$ cat src/rtl/pfr_pkg.sv
package pfr_pkg;

  typedef enum logic [1:0] {
    PH_IDLE   = 2'd0,
    PH_PULSE  = 2'd1,
    PH_SETTLE = 2'd2
  } pfr_phase_e;

  // Cycles in the recovery hold, given the clock rate and the hold in ms.
  function automatic int unsigned hold_cycles(input int unsigned clk_hz,
                                              input int unsigned hold_ms);
    int unsigned per_ms;
    per_ms = clk_hz / 1000;
    if (per_ms == 0) per_ms = 1;
    return per_ms * hold_ms;
  endfunction

  // Counter width able to hold values up to and including lim.
  function automatic int unsigned cnt_width(input int unsigned lim);
    int unsigned w;
    w = 1;
    while ((lim >> w) != 0) w++;
    return w;
  endfunction

  function automatic int unsigned max_u(input int unsigned a, input int unsigned b);
    return (a > b) ? a : b;
  endfunction

endpackage

$ cat src/rtl/pfr_sync.sv
module pfr_sync #(
  parameter int unsigned STAGES = 2,
  parameter logic        IDLE_LVL = 1'b1
) (
  input  logic clk,
  input  logic rst_n,
  input  logic din,
  output logic dout
);
  logic [STAGES-1:0] chain_q;

  generate
    for (genvar g = 0; g < STAGES; g++) begin : g_stage
      if (g == 0) begin : g_first
        always_ff @(posedge clk or negedge rst_n) begin
          if (!rst_n) chain_q[g] <= IDLE_LVL;
          else        chain_q[g] <= din;
        end
      end else begin : g_rest
        always_ff @(posedge clk or negedge rst_n) begin
          if (!rst_n) chain_q[g] <= IDLE_LVL;
          else        chain_q[g] <= chain_q[g-1];
        end
      end
    end
  endgenerate

  assign dout = chain_q[STAGES-1];
endmodule

$ cat src/rtl/pfr_timer.sv
module pfr_timer #(
  parameter int unsigned HOLD_CYC   = 8,
  parameter int unsigned SETTLE_CYC = 4
) (
  input  logic clk,
  input  logic rst_n,
  input  logic restart,
  input  logic sel_hold,
  output logic hold_done,
  output logic settle_done
);
  localparam int unsigned TOP   = pfr_pkg::max_u(HOLD_CYC, SETTLE_CYC);
  localparam int unsigned CNT_W = pfr_pkg::cnt_width(TOP);
  localparam logic [CNT_W-1:0] HOLD_LAST   = CNT_W'(HOLD_CYC - 1);
  localparam logic [CNT_W-1:0] SETTLE_LAST = CNT_W'(SETTLE_CYC - 1);

  logic [CNT_W-1:0] cnt_q;
  logic             at_hold_last;
  logic             at_settle_last;

  always_ff @(posedge clk or negedge rst_n) begin
    if (!rst_n)       cnt_q <= '0;
    else if (restart) cnt_q <= '0;
    else              cnt_q <= cnt_q + CNT_W'(1);
  end

  assign at_hold_last   = (cnt_q == HOLD_LAST);
  assign at_settle_last = (cnt_q == SETTLE_LAST);
  assign hold_done      = sel_hold & at_hold_last;
  assign settle_done    = ~sel_hold & at_settle_last;
endmodule

$ cat src/rtl/pfr_fsm.sv
module pfr_fsm
  import pfr_pkg::*;
(
  input  logic       clk,
  input  logic       rst_n,
  input  logic       flt_act,
  input  logic       hold_done,
  input  logic       settle_done,
  output pfr_phase_e phase,
  output logic       restart,
  output logic       sel_hold
);
  pfr_phase_e phase_q, phase_d;

  always_comb begin
    phase_d = phase_q;
    unique case (phase_q)
      PH_IDLE:   if (flt_act)     phase_d = PH_PULSE;
      PH_PULSE:  if (hold_done)   phase_d = PH_SETTLE;
      PH_SETTLE: if (settle_done) phase_d = flt_act ? PH_PULSE : PH_IDLE;
      default:                    phase_d = PH_IDLE;
    endcase
  end

  always_ff @(posedge clk or negedge rst_n) begin
    if (!rst_n) phase_q <= PH_IDLE;
    else        phase_q <= phase_d;
  end

  assign phase    = phase_q;
  assign sel_hold = (phase_q == PH_PULSE);
  assign restart  = (phase_q == PH_IDLE) | hold_done | settle_done;
endmodule

$ cat src/rtl/pwr_fault_recovery.sv
module pwr_fault_recovery #(
  parameter int unsigned CLK_HZ     = 49_152_000,
  parameter int unsigned HOLD_MS    = 1,
  parameter int unsigned SETTLE_CYC = 16,
  parameter int unsigned SYNC_STG   = 2
) (
  input  logic clk,
  input  logic rst_n,
  input  logic fault_n_i,
  output logic tri_ctl_o,
  output logic fault_irq_o
);
  import pfr_pkg::*;

  localparam int unsigned HOLD_CYC = hold_cycles(CLK_HZ, HOLD_MS);

  logic       flt_n_sync;
  logic       flt_act;
  logic       hold_done;
  logic       settle_done;
  logic       restart;
  logic       sel_hold;
  pfr_phase_e phase;

  pfr_sync #(.STAGES(SYNC_STG), .IDLE_LVL(1'b1)) u_sync (
    .clk  (clk),
    .rst_n(rst_n),
    .din  (fault_n_i),
    .dout (flt_n_sync)
  );

  assign flt_act = ~flt_n_sync;

  pfr_timer #(.HOLD_CYC(HOLD_CYC), .SETTLE_CYC(SETTLE_CYC)) u_timer (
    .clk        (clk),
    .rst_n      (rst_n),
    .restart    (restart),
    .sel_hold   (sel_hold),
    .hold_done  (hold_done),
    .settle_done(settle_done)
  );

  pfr_fsm u_fsm (
    .clk        (clk),
    .rst_n      (rst_n),
    .flt_act    (flt_act),
    .hold_done  (hold_done),
    .settle_done(settle_done),
    .phase      (phase),
    .restart    (restart),
    .sel_hold   (sel_hold)
  );

  assign tri_ctl_o   = (phase != PH_PULSE);
  assign fault_irq_o = (phase != PH_IDLE);
endmodule

$ cat config.mk
export PLATFORM = sky130hd
export DESIGN_NAME = pwr_fault_recovery
export DESIGN_NICKNAME = d
export VERILOG_FILES = /design/src/rtl/pfr_pkg.sv /design/src/rtl/pfr_sync.sv /design/src/rtl/pfr_timer.sv /design/src/rtl/pfr_fsm.sv /design/src/rtl/pwr_fault_recovery.sv
export SDC_FILE = /design/constraint.sdc
export NUM_CORES = 1
export LEC_CHECK = 0
export ABC_CLOCK_PERIOD_IN_PS = 1900
export BUFFER_PORTS_ARGS = -buffer_cell sky130_fd_sc_hd__buf_2
export CAP_MARGIN = 20
export CELL_PAD_IN_SITES_DETAIL_PLACEMENT = 1
export CELL_PAD_IN_SITES_GLOBAL_PLACEMENT = 1
export CORE_MARGIN = 2
export CORE_UTILIZATION = 47
export DETAILED_ROUTE_END_ITERATION = 10
export PLACE_DENSITY_LB_ADDON = 0.3
export SETUP_SLACK_MARGIN = 0.1
export SKIP_LAST_GASP = 1
export SYNTH_ARGS = -nofsm -noshare
export SYNTH_HDL_FRONTEND = slang
export SYNTH_SLANG_ARGS = --single-unit
$ cat constraint.sdc
create_clock -name clk -period 1.9 [get_ports clk]
set_input_delay 0.095 -clock clk [delete_from_list [all_inputs] [get_ports clk]]
set_output_delay 0.095 -clock clk [all_outputs]
set_load 0.02 [all_outputs]
==> results_dict.tcl, run 1 <==
set metrics [dict create \
    final_common_cell "dfrtp_1" \
    clkSlewWorstSetupHoldPaths_ns 0.11 \
    portBuffers 4 \
    r2r_start "u_timer.cnt_q[0]" \
    ys_types 29 \
    finalSetupTns_ns 0 \
    clk_path_buf_depth 2 \
    min_period_ns 1.67 \
    dieArea_mm2 0.00256 \
    cts.sinks 20 \
    leakage_nw 0.448 \
    slowest_delay_ns 0.43 \
    cp_top_family "simple AND/OR/NAND/NOR gates" \
    htree_levels 1 \
    relSlewSlack 0.712 \
    clock_latency_ns 0.30 \
    synth_area_mm2 0.00102 \
    critPathArrivalTime_ns 1.88 \
    crit_buf_inv 1 \
    drc_errors 0 \
    wl_per_cell_um 16.7 \
    design_area_mm2 0.00113 \
    core_region_area_mm2 0.00200 \
    grt.overflow.total 0 \
    max_freq_mhz 598 \
    grt_antenna_before_repair 0 \
    ys_seq_area_frac 0.493 \
    grt_use_total 0.196 \
    grt_pass1_wl_um 3660 \
    first_global_vias 824 \
    mostFrequentLayoutCells "dfrtp_1, a21oi_1, xnor2_1" \
    drt_iter0_drc 18 \
    ys_warn_count 0 \
    via_count 725 \
    power.density_mw_per_mm2 580 \
    slew_violations 0 \
    cp_max_fo 13 \
    drt-total-wl_um 2130 \
    rows 16 \
    syn_nets 96 \
    reg2reg_depth 6 \
    reg2reg_to "u_fsm.phase[0]" \
    finalSetupViolations 0 \
    syn_area_per_cell_um2 11.1 \
    cts-root-buf "clkbuf_4" \
    die_w_um 50.6 \
    die_h_um 50.6 \
    end_kind "flip-flop" \
    grt_setup_unrepaired "no" \
    worst_hold_slack_ns 0.247 \
    outcome "complete, no violations" \
    worstSetupPathType "reg -> reg" \
    ff2ff_setup_slack_ns 0.23 \
    tightest_slew_ns 0.431 \
    finalHoldViolCount 0 \
    final_antenna_net_count 0 \
    cap_violations 0 \
    cts_inserted_buffers 3 \
    io_pins 5 \
    initial_utilization 0.509 \
    dpl.hpwl_um 1560 \
    skew_ns 0.00821 \
    irDropWorstVdd_uv 329 \
    routed_via_density 5.66 \
    nets 106 \
    firstDrtPassIters 3 \
    layout-drive-gt1-share 0.208 \
    synthToLayoutAreaGrowth_pct 10.4 \
    cts_tree "built" \
    crit_chain "ha_1 > and3_1 > nand4_1 > nand2_1 > buf_12 > a21bo_1" \
    slowest_stage "dfrtp_1" \
    fin_crit_sh 0.880 \
    worstSetupStartpointType "flip-flop" \
    diodes 0 \
    ys_ff_latch 20 \
    grt_max_degree 21 \
    gp_congestion 0.822 \
    critPathRequiredTime_ns 2.10 \
    placed_area_mm2 0.00107 \
    syn_inst 92 \
    hold_class "in -> async" \
]
power breakdown:
part	switching [mW]	internal (mW)
combinational	0.00837	0.00413
sequential	0.000646	0.429
clock	0.128	0.0818
total	0.137	0.515
worst register-to-register path, stage by stage, from the launching register on:
cell and delay (ns):
dfrtp_1 0.43, ha_1 0.26, and3_1 0.25, nand4_1 0.09, nand2_1 0.17, buf_12 0.20
a21bo_1 0.17
synth_stat cells:
cell type  count  area share
nor4_1         3       0.018
or2_2          1      0.0061
and3_1         1      0.0061
buf_4          1      0.0074
nor2_2         1      0.0061
a21oi_1       14       0.069
nor4_4         1       0.021
nor4_2         3       0.037
nand4_4        1       0.021
nand2b_1       1      0.0061
dfstp_2        2       0.052
a22oi_1        1      0.0074
dfrtp_1       18        0.44
xnor2_1       11       0.094
buf_6          1       0.011
a21o_4         1       0.015
nor3_1         4       0.020
a21boi_0       1      0.0074
inv_1          4       0.015
o22ai_1        1      0.0061
ha_1           1       0.012
nand4_1        3       0.018
nand3_4        1       0.017
nor2_1         3       0.011
xor2_1         2       0.017
nand2_1        4       0.015
a31o_2         1      0.0086
nand3_1        5       0.025
a21bo_1        1      0.0098
kinds of logic (layout without fill, tap and decap cells):
kind of cell,count (synthesis),after routing,synth area share
compound gates,20,20,0.123
xor+xnor,13,13,0.112
fa+ha+maj,1,1,0.0123
buf+inv,6,15,0.0331
flops,20,20,0.493
simple gates,32,32,0.227
sequential cells by signal, summed over array words and instances, names as in the netlist:
| register | cells |
|---|---|
| u_timer.cnt_q | 16 |
| u_sync.dout | 1 |
| u_fsm.phase | 2 |
| u_sync.chain_q | 1 |
layer usage:
| layer | vias up | global-route usage | wire length, um |
|---|---|---|---|
| met5 | - | 0 | 0 |
| met2 | 6 | 0.329 | 1080 |
| met1 | 367 | 0.242 | 988 |
| met3 | 4 | 0.0298 | 35 |
| met4 | 0 | 0.104 | 29 |
| li1 | 348 | - | - |
worst max-delay path by stage:
stage / from / end / slack, ns / cells after the start
CTS: u_timer.cnt_q[0] / u_fsm.phase[0] / 0.18 / 5
global route: u_timer.cnt_q[0] / u_timer.cnt_q[1] / 0.11 / 6
finish: u_timer.cnt_q[0] / u_fsm.phase[0] / 0.23 / 6
global placement: u_timer.cnt_q[0] / u_fsm.phase[0] / 0.28 / 5
detailed placement: u_timer.cnt_q[0] / u_fsm.phase[0] / 0.19 / 5
floorplan: u_timer.cnt_q[0] / u_fsm.phase[0] / 0.44 / 5
metrics by stage:
| step | total power, mW | std cells | setup slack [ns] | utilization |
|---|---|---|---|---|
| 2_1_floorplan | 0.438 | 92 | 0.437 | - |
| 3_3_place_gp | 0.448 | 122 | 0.277 | 0.537 |
| 3_5_place_dp | 0.448 | 122 | 0.186 | 0.537 |
| 4_1_cts | 0.663 | 128 | 0.181 | 0.560 |
| 5_1_grt | 0.684 | 128 | 0.113 | 0.563 |
| 6_report | 0.653 | 128 | 0.227 | 0.563 |
repair_timing:
action                                  CTS  global route
resized for setup                         0             1
hold endpoints to repair                 19             0
hold buffers                              2             0
buffers inserted                          0             0
endpoints found under the setup margin    0             1
layout make-up:
type / instances / area (um2)
clock buffers: 4 / 26.3
fillers: 233 / 876
inverters: 4 / 15.0
multi-input cells: 66 / 488
flip-flops and latches: 20 / 503
well taps: 27 / 33.8
repair buffers: 7 / 60.1
Power figures use the tool's default switching activity.
==> run 2, diff against run 1 <==
GPL_TIMING_DRIVEN = 0   (was not set)
==> results_dict.tcl, run 2 (synthesized netlist as in run 1, its figures left out) <==
set metrics [dict create \
    outcome "complete, no violations" \
    first_global_vias 805 \
    initial_utilization 0.509 \
    top_register "u_timer.cnt_q" \
    nFillCells 222 \
    synthToLayoutAreaGrowth_pct 13.6 \
    rows 16 \
    crit_chain "ha_1 > nand3_2 > nor4_4 > a21o_4 > buf_6 > a21oi_1" \
    relSlewSlack 0.707 \
    critPathArrivalTime_ns 1.87 \
    io_pins 5 \
    finalSetupViolations 0 \
    clkSlewWorstSetupHoldPaths_ns 0.12 \
    drt-total-wl_um 2400 \
    layout-drive-gt1-share 0.235 \
    cp_top_family "simple AND/OR/NAND/NOR gates" \
    crit_buf_inv 1 \
    nets 107 \
    via_count 766 \
    slew_violations 0 \
    skew_ns 0.0111 \
    dpl_worst_slack_ns 0.141 \
    irDropWorstVdd_uv 421 \
    cts_tree "built" \
    grt_max_degree 21 \
    min_period_ns 1.68 \
    dieArea_mm2 0.00256 \
    cts-root-buf "clkbuf_4" \
    hold_class "in -> async" \
    diodes 0 \
    cp_max_fo 10 \
    mostFrequentLayoutCells "dfrtp_1, a21oi_1, xnor2_1" \
    core_region_area_mm2 0.00200 \
    wl_per_cell_um 18.6 \
    final_common_cell "dfrtp_1" \
    gp_congestion 0.711 \
    max_freq_mhz 595 \
    slowest_delay_ns 0.41 \
    seqPwrFrac 0.542 \
    internal-power_mw 0.647 \
    grt_pass1_wl_um 4020 \
    die_h_um 50.6 \
    grt_antenna_before_repair 0 \
    leakage_nw 0.461 \
    tightest_slew_ns 0.439 \
    critPathRequiredTime_ns 2.09 \
    worstSetupStartpointType "flip-flop" \
    routed_via_density 5.94 \
    cts_inserted_buffers 3 \
    cts.sinks 20 \
    clock_latency_ns 0.31 \
    portBuffers 4 \
    dpl.hpwl_um 1520 \
    grt.overflow.total 0 \
    slowest_stage "dfrtp_1" \
    cap_violations 0 \
    grt_use_total 0.216 \
    grt_setup_unrepaired "no" \
    largest_reg_flops 16 \
    die_w_um 50.6 \
    finalWorstSetupSlack_ns 0.221 \
    end_kind "flip-flop" \
    fin_crit_sh 0.884 \
    power_frac_clock 0.441 \
    power.density_mw_per_mm2 684 \
    clk_path_buf_depth 2 \
    drc_errors 0 \
    drt_iter0_drc 11 \
    firstDrtPassIters 4 \
    pwr-share-comb 0.016 \
    final_antenna_net_count 0 \
    htree_levels 1 \
    netSwitchingFraction 0.184 \
    p_sw_mw 0.146 \
    worstSetupPathType "reg -> reg" \
    finalHoldViolCount 0 \
    finalSetupTns_ns 0 \
]
==> run 2: path summary, 6_finish.rpt <==
path	start	end	slack (ns)	cells after the start
setup / recovery	u_timer.cnt_q[0]	u_timer.cnt_q[8]	0.22	6
hold / removal	rst_n	u_fsm.phase[1]	0.28	2
hold reg to reg	u_sync.chain_q[0]	u_sync.dout	0.37	0
setup reg to reg	u_timer.cnt_q[0]	u_timer.cnt_q[8]	0.22	6
min in group clk	u_sync.chain_q[0]	u_sync.dout	0.37	0
max in group asynchronous	rst_n	u_sync.dout	1.29	2
==> run 2: power groups by stage <==
| stage | sequential [mW] | combinational [mW] | clock [mW] |
|---|---|---|---|
| after global routing | 0.430 | 0.0152 | 0.373 |
| final | 0.430 | 0.0131 | 0.350 |
| after floorplan | 0.438 | 0.0000211 | 0 |
| after detailed placement | 0.438 | 0.0103 | 0 |
| after global placement | 0.438 | 0.0101 | 0 |
| after CTS | 0.430 | 0.0136 | 0.352 |
==> run 2: per-layer routing <==
layer	track usage	wire, um	share of wire	vias up
li1	-	-	-	351
met1	0.273	1060	0.44	391
met2	0.360	1200	0.50	18
met3	0.0327	85	0.035	6
met4	0.104	61	0.025	0
met5	0	0	0	-
==> run 2: layout make-up <==
| class | count | area, um2 | share of cell area |
|---|---|---|---|
| sequential | 20 | 503 | 0.434 |
| multi-input combinational | 66 | 495 | 0.428 |
| timing repair buffer | 6 | 40.0 | 0.0346 |
| tap | 27 | 33.8 | 0.0292 |
| clock inverter | 1 | 30.0 | 0.0259 |
| clock buffer | 3 | 22.5 | 0.0194 |
| buffer | 2 | 18.8 | 0.0162 |
| inverter | 4 | 15.0 | 0.0130 |
==> run 2: repair_timing <==
action                     in CTS  in global routing
resized for setup               0                  3
hold endpoints to repair       19                  0
buffers inserted                0                  0
setup endpoints to repair       0                 12
hold buffers                    2                  0
==> run 2: worst register-to-register path, cell delays in order (launching register included) <==
cell and delay, ns:
dfrtp_1 0.41, ha_1 0.25, nand3_2 0.20, nor4_4 0.23, a21o_4 0.22, buf_6 0.16
a21oi_1 0.09
==> run 2: per-stage QoR <==
stage,hold WS [ns],instances,util,cell area [um2],total power [mW]
after floorplan,-0.201,92,-,1020,0.438
after global placement,0.0624,123,0.536,1070,0.448
after detailed placement,0.0650,123,0.536,1070,0.448
after CTS,0.261,129,0.573,1150,0.795
after global routing,0.311,129,0.579,1160,0.819
final,0.275,129,0.579,1160,0.793
==> run 3, diff against run 2 <==
--- a/config.mk
+++ b/config.mk
@@ -7,3 +7,3 @@
 export LEC_CHECK = 0
-export ABC_CLOCK_PERIOD_IN_PS = 1900
+export ABC_CLOCK_PERIOD_IN_PS = 1400
 export BUFFER_PORTS_ARGS = -buffer_cell sky130_fd_sc_hd__buf_2
@@ -13,3 +13,3 @@
 export CORE_MARGIN = 2
-export CORE_UTILIZATION = 47
+export CORE_UTILIZATION = 42
 export DETAILED_ROUTE_END_ITERATION = 10
==> constraint.sdc (replaced) <==
create_clock -name clk -period 1.4 [get_ports clk]
set_input_delay 0.07 -clock clk [delete_from_list [all_inputs] [get_ports clk]]
set_output_delay 0.07 -clock clk [all_outputs]
set_load 0.05 [all_outputs]
==> results_dict.tcl, run 3 (synthesized netlist as in run 1, its figures left out) <==
set metrics [dict create \
    outcome "finished, violations left" \
    violations "negative setup slack" \
    slew_violations 0 \
    ff2ff_setup_slack_ns -0.19 \
    io_pins 5 \
    cts_inserted_buffers 3 \
    grt_antenna_before_repair 0 \
    power_mw 0.947 \
    portBuffers 4 \
    synthToLayoutAreaGrowth_pct 54.5 \
    placed_area_mm2 0.00110 \
    irDropWorstVdd_uv 636 \
    nFillCells 230 \
    first_global_vias 1001 \
    finalWorstSetupSlack_ns -0.185 \
    max_freq_mhz 631 \
    drc_errors 0 \
    fin_crit_sh 1.13 \
    initial_utilization 0.452 \
    finalSetupTns_ns -2.92 \
    clk_path_buf_depth 2 \
    layout-drive-gt1-share 0.576 \
    cts-root-buf "clkbuf_4" \
    grt_max_degree 21 \
    clkSlewWorstSetupHoldPaths_ns 0.12 \
    core_region_area_mm2 0.00225 \
    clock_latency_ns 0.31 \
    die_h_um 53.3 \
    wl_per_cell_um 23.0 \
    cts_tree "built" \
    grt.overflow.total 0 \
    rows 17 \
    dieArea_mm2 0.00284 \
    nets 137 \
    routed_via_density 5.89 \
    gp_congestion 0.681 \
    leakage_nw 0.667 \
    hold_class "in -> async" \
    grt_pass1_wl_um 5260 \
    dpl_worst_slack_ns -0.180 \
    drt-total-wl_um 3680 \
    firstDrtPassIters 4 \
    mostFrequentLayoutCells "buf_4, xnor2_1, a21oi_1, dfrtp_1, dfrtp_2" \
    tightest_slew_ns 0.458 \
    reg2reg_to "u_timer.cnt_q[15]" \
    critPathArrivalTime_ns 1.77 \
    dpl.hpwl_um 1530 \
    placed_cells 124 \
    cts.sinks 20 \
    power.density_mw_per_mm2 601 \
    htree_levels 1 \
    die_w_um 53.3 \
    relSlewSlack 0.695 \
    finalHoldViolCount 0 \
    drt_iter0_drc 11 \
    worstSetupStartpointType "flip-flop" \
    final_antenna_net_count 0 \
    largest_reg_flops 16 \
    critPathRequiredTime_ns 1.59 \
    top_register "u_timer.cnt_q" \
    via_count 943 \
    design_area_mm2 0.00158 \
    grt_setup_unrepaired "yes" \
    r2r_start "u_timer.cnt_q[4]" \
    min_period_ns 1.59 \
    end_kind "flip-flop" \
    layout.cells.non_filler 160 \
    diodes 0 \
    skew_ns 0.0132 \
    grt_use_total 0.276 \
    final_common_cell "buf_4" \
    reg2reg_depth 5 \
    cp_max_fo 6 \
    finalSetupViolations 18 \
    worstSetupPathType "reg -> reg" \
    cap_violations 0 \
]
run 3: changes by cell type in the layout (fill, tap and decap cells not counted), moves of 4 or more:
cell / delta
a21oi_2: +4
a21oi_1: -4
dfrtp_1: -8
buf_6: +5
buf_4: +21
dfrtp_2: +8
run 3: cell type report:
class / instances / area [um2] / area share
multi-input cells: 66 / 606 / 0.384
flip-flops and latches: 20 / 513 / 0.326
repair buffers: 36 / 340 / 0.216
clock buffers: 4 / 36.3 / 0.0230
well taps: 28 / 35.0 / 0.0222
plain buffers: 2 / 30.0 / 0.0191
inverters: 4 / 15.0 / 0.00953
run 3: worst max-delay path, cell delays in order, from the launching register on:
cell and delay [ns]:
dfrtp_2 0.47, nor4_2 0.40, nand4_1 0.21, nand2_4 0.18, buf_4 0.13, a22oi_2 0.08
run 3: power breakdown:
part	switching, mW	total, mW	internal (mW)
clock network	0.186	0.345	0.159
registers	0.00125	0.584	0.583
logic	0.0125	0.0181	0.00565
run 3: repair_timing:
action                                  in CTS  in global routing
hold endpoints to repair                    19                  0
pin swaps                                    7                  2
hold buffers                                 2                  0
setup buffers                               25                  4
gates resized for setup                     25                 13
cloned                                       1                  1
endpoints found under the setup margin      19                 19
run 3: per-layer routing:
layer / wire, um / GRT usage / share of wire / vias up
met5: 0 / 0 / 0 / -
met4: 98 / 0.0897 / 0.027 / 0
met3: 94 / 0.0621 / 0.026 / 11
met2: 2070 / 0.502 / 0.56 / 22
met1: 1420 / 0.313 / 0.38 / 497
li1: - / - / - / 413
run 3: worst max-delay path by stage:
stage	startpoint	end	slack (ns)	cells past startpoint
detailed placement	u_timer.cnt_q[0]	u_timer.cnt_q[14]	-0.18	6
global route	u_timer.cnt_q[4]	u_timer.cnt_q[15]	-0.23	5
floorplan	u_timer.cnt_q[0]	u_fsm.phase[0]	0.04	5
finish	u_timer.cnt_q[4]	u_timer.cnt_q[15]	-0.19	5
CTS	u_timer.cnt_q[0]	u_timer.cnt_q[9]	-0.11	6
global placement	u_timer.cnt_q[8]	u_fsm.phase[1]	-0.13	5
run 3: through the flow:
| stage | utilization | hold slack [ns] |
|---|---|---|
| 6_report | 0.699 | 0.216 |
| 5_1_grt | 0.699 | 0.268 |
| 4_1_cts | 0.649 | 0.239 |
| 3_5_place_dp | 0.489 | 0.0482 |
| 3_3_place_gp | 0.489 | 0.0430 |
| 2_1_floorplan | - | -0.226 |
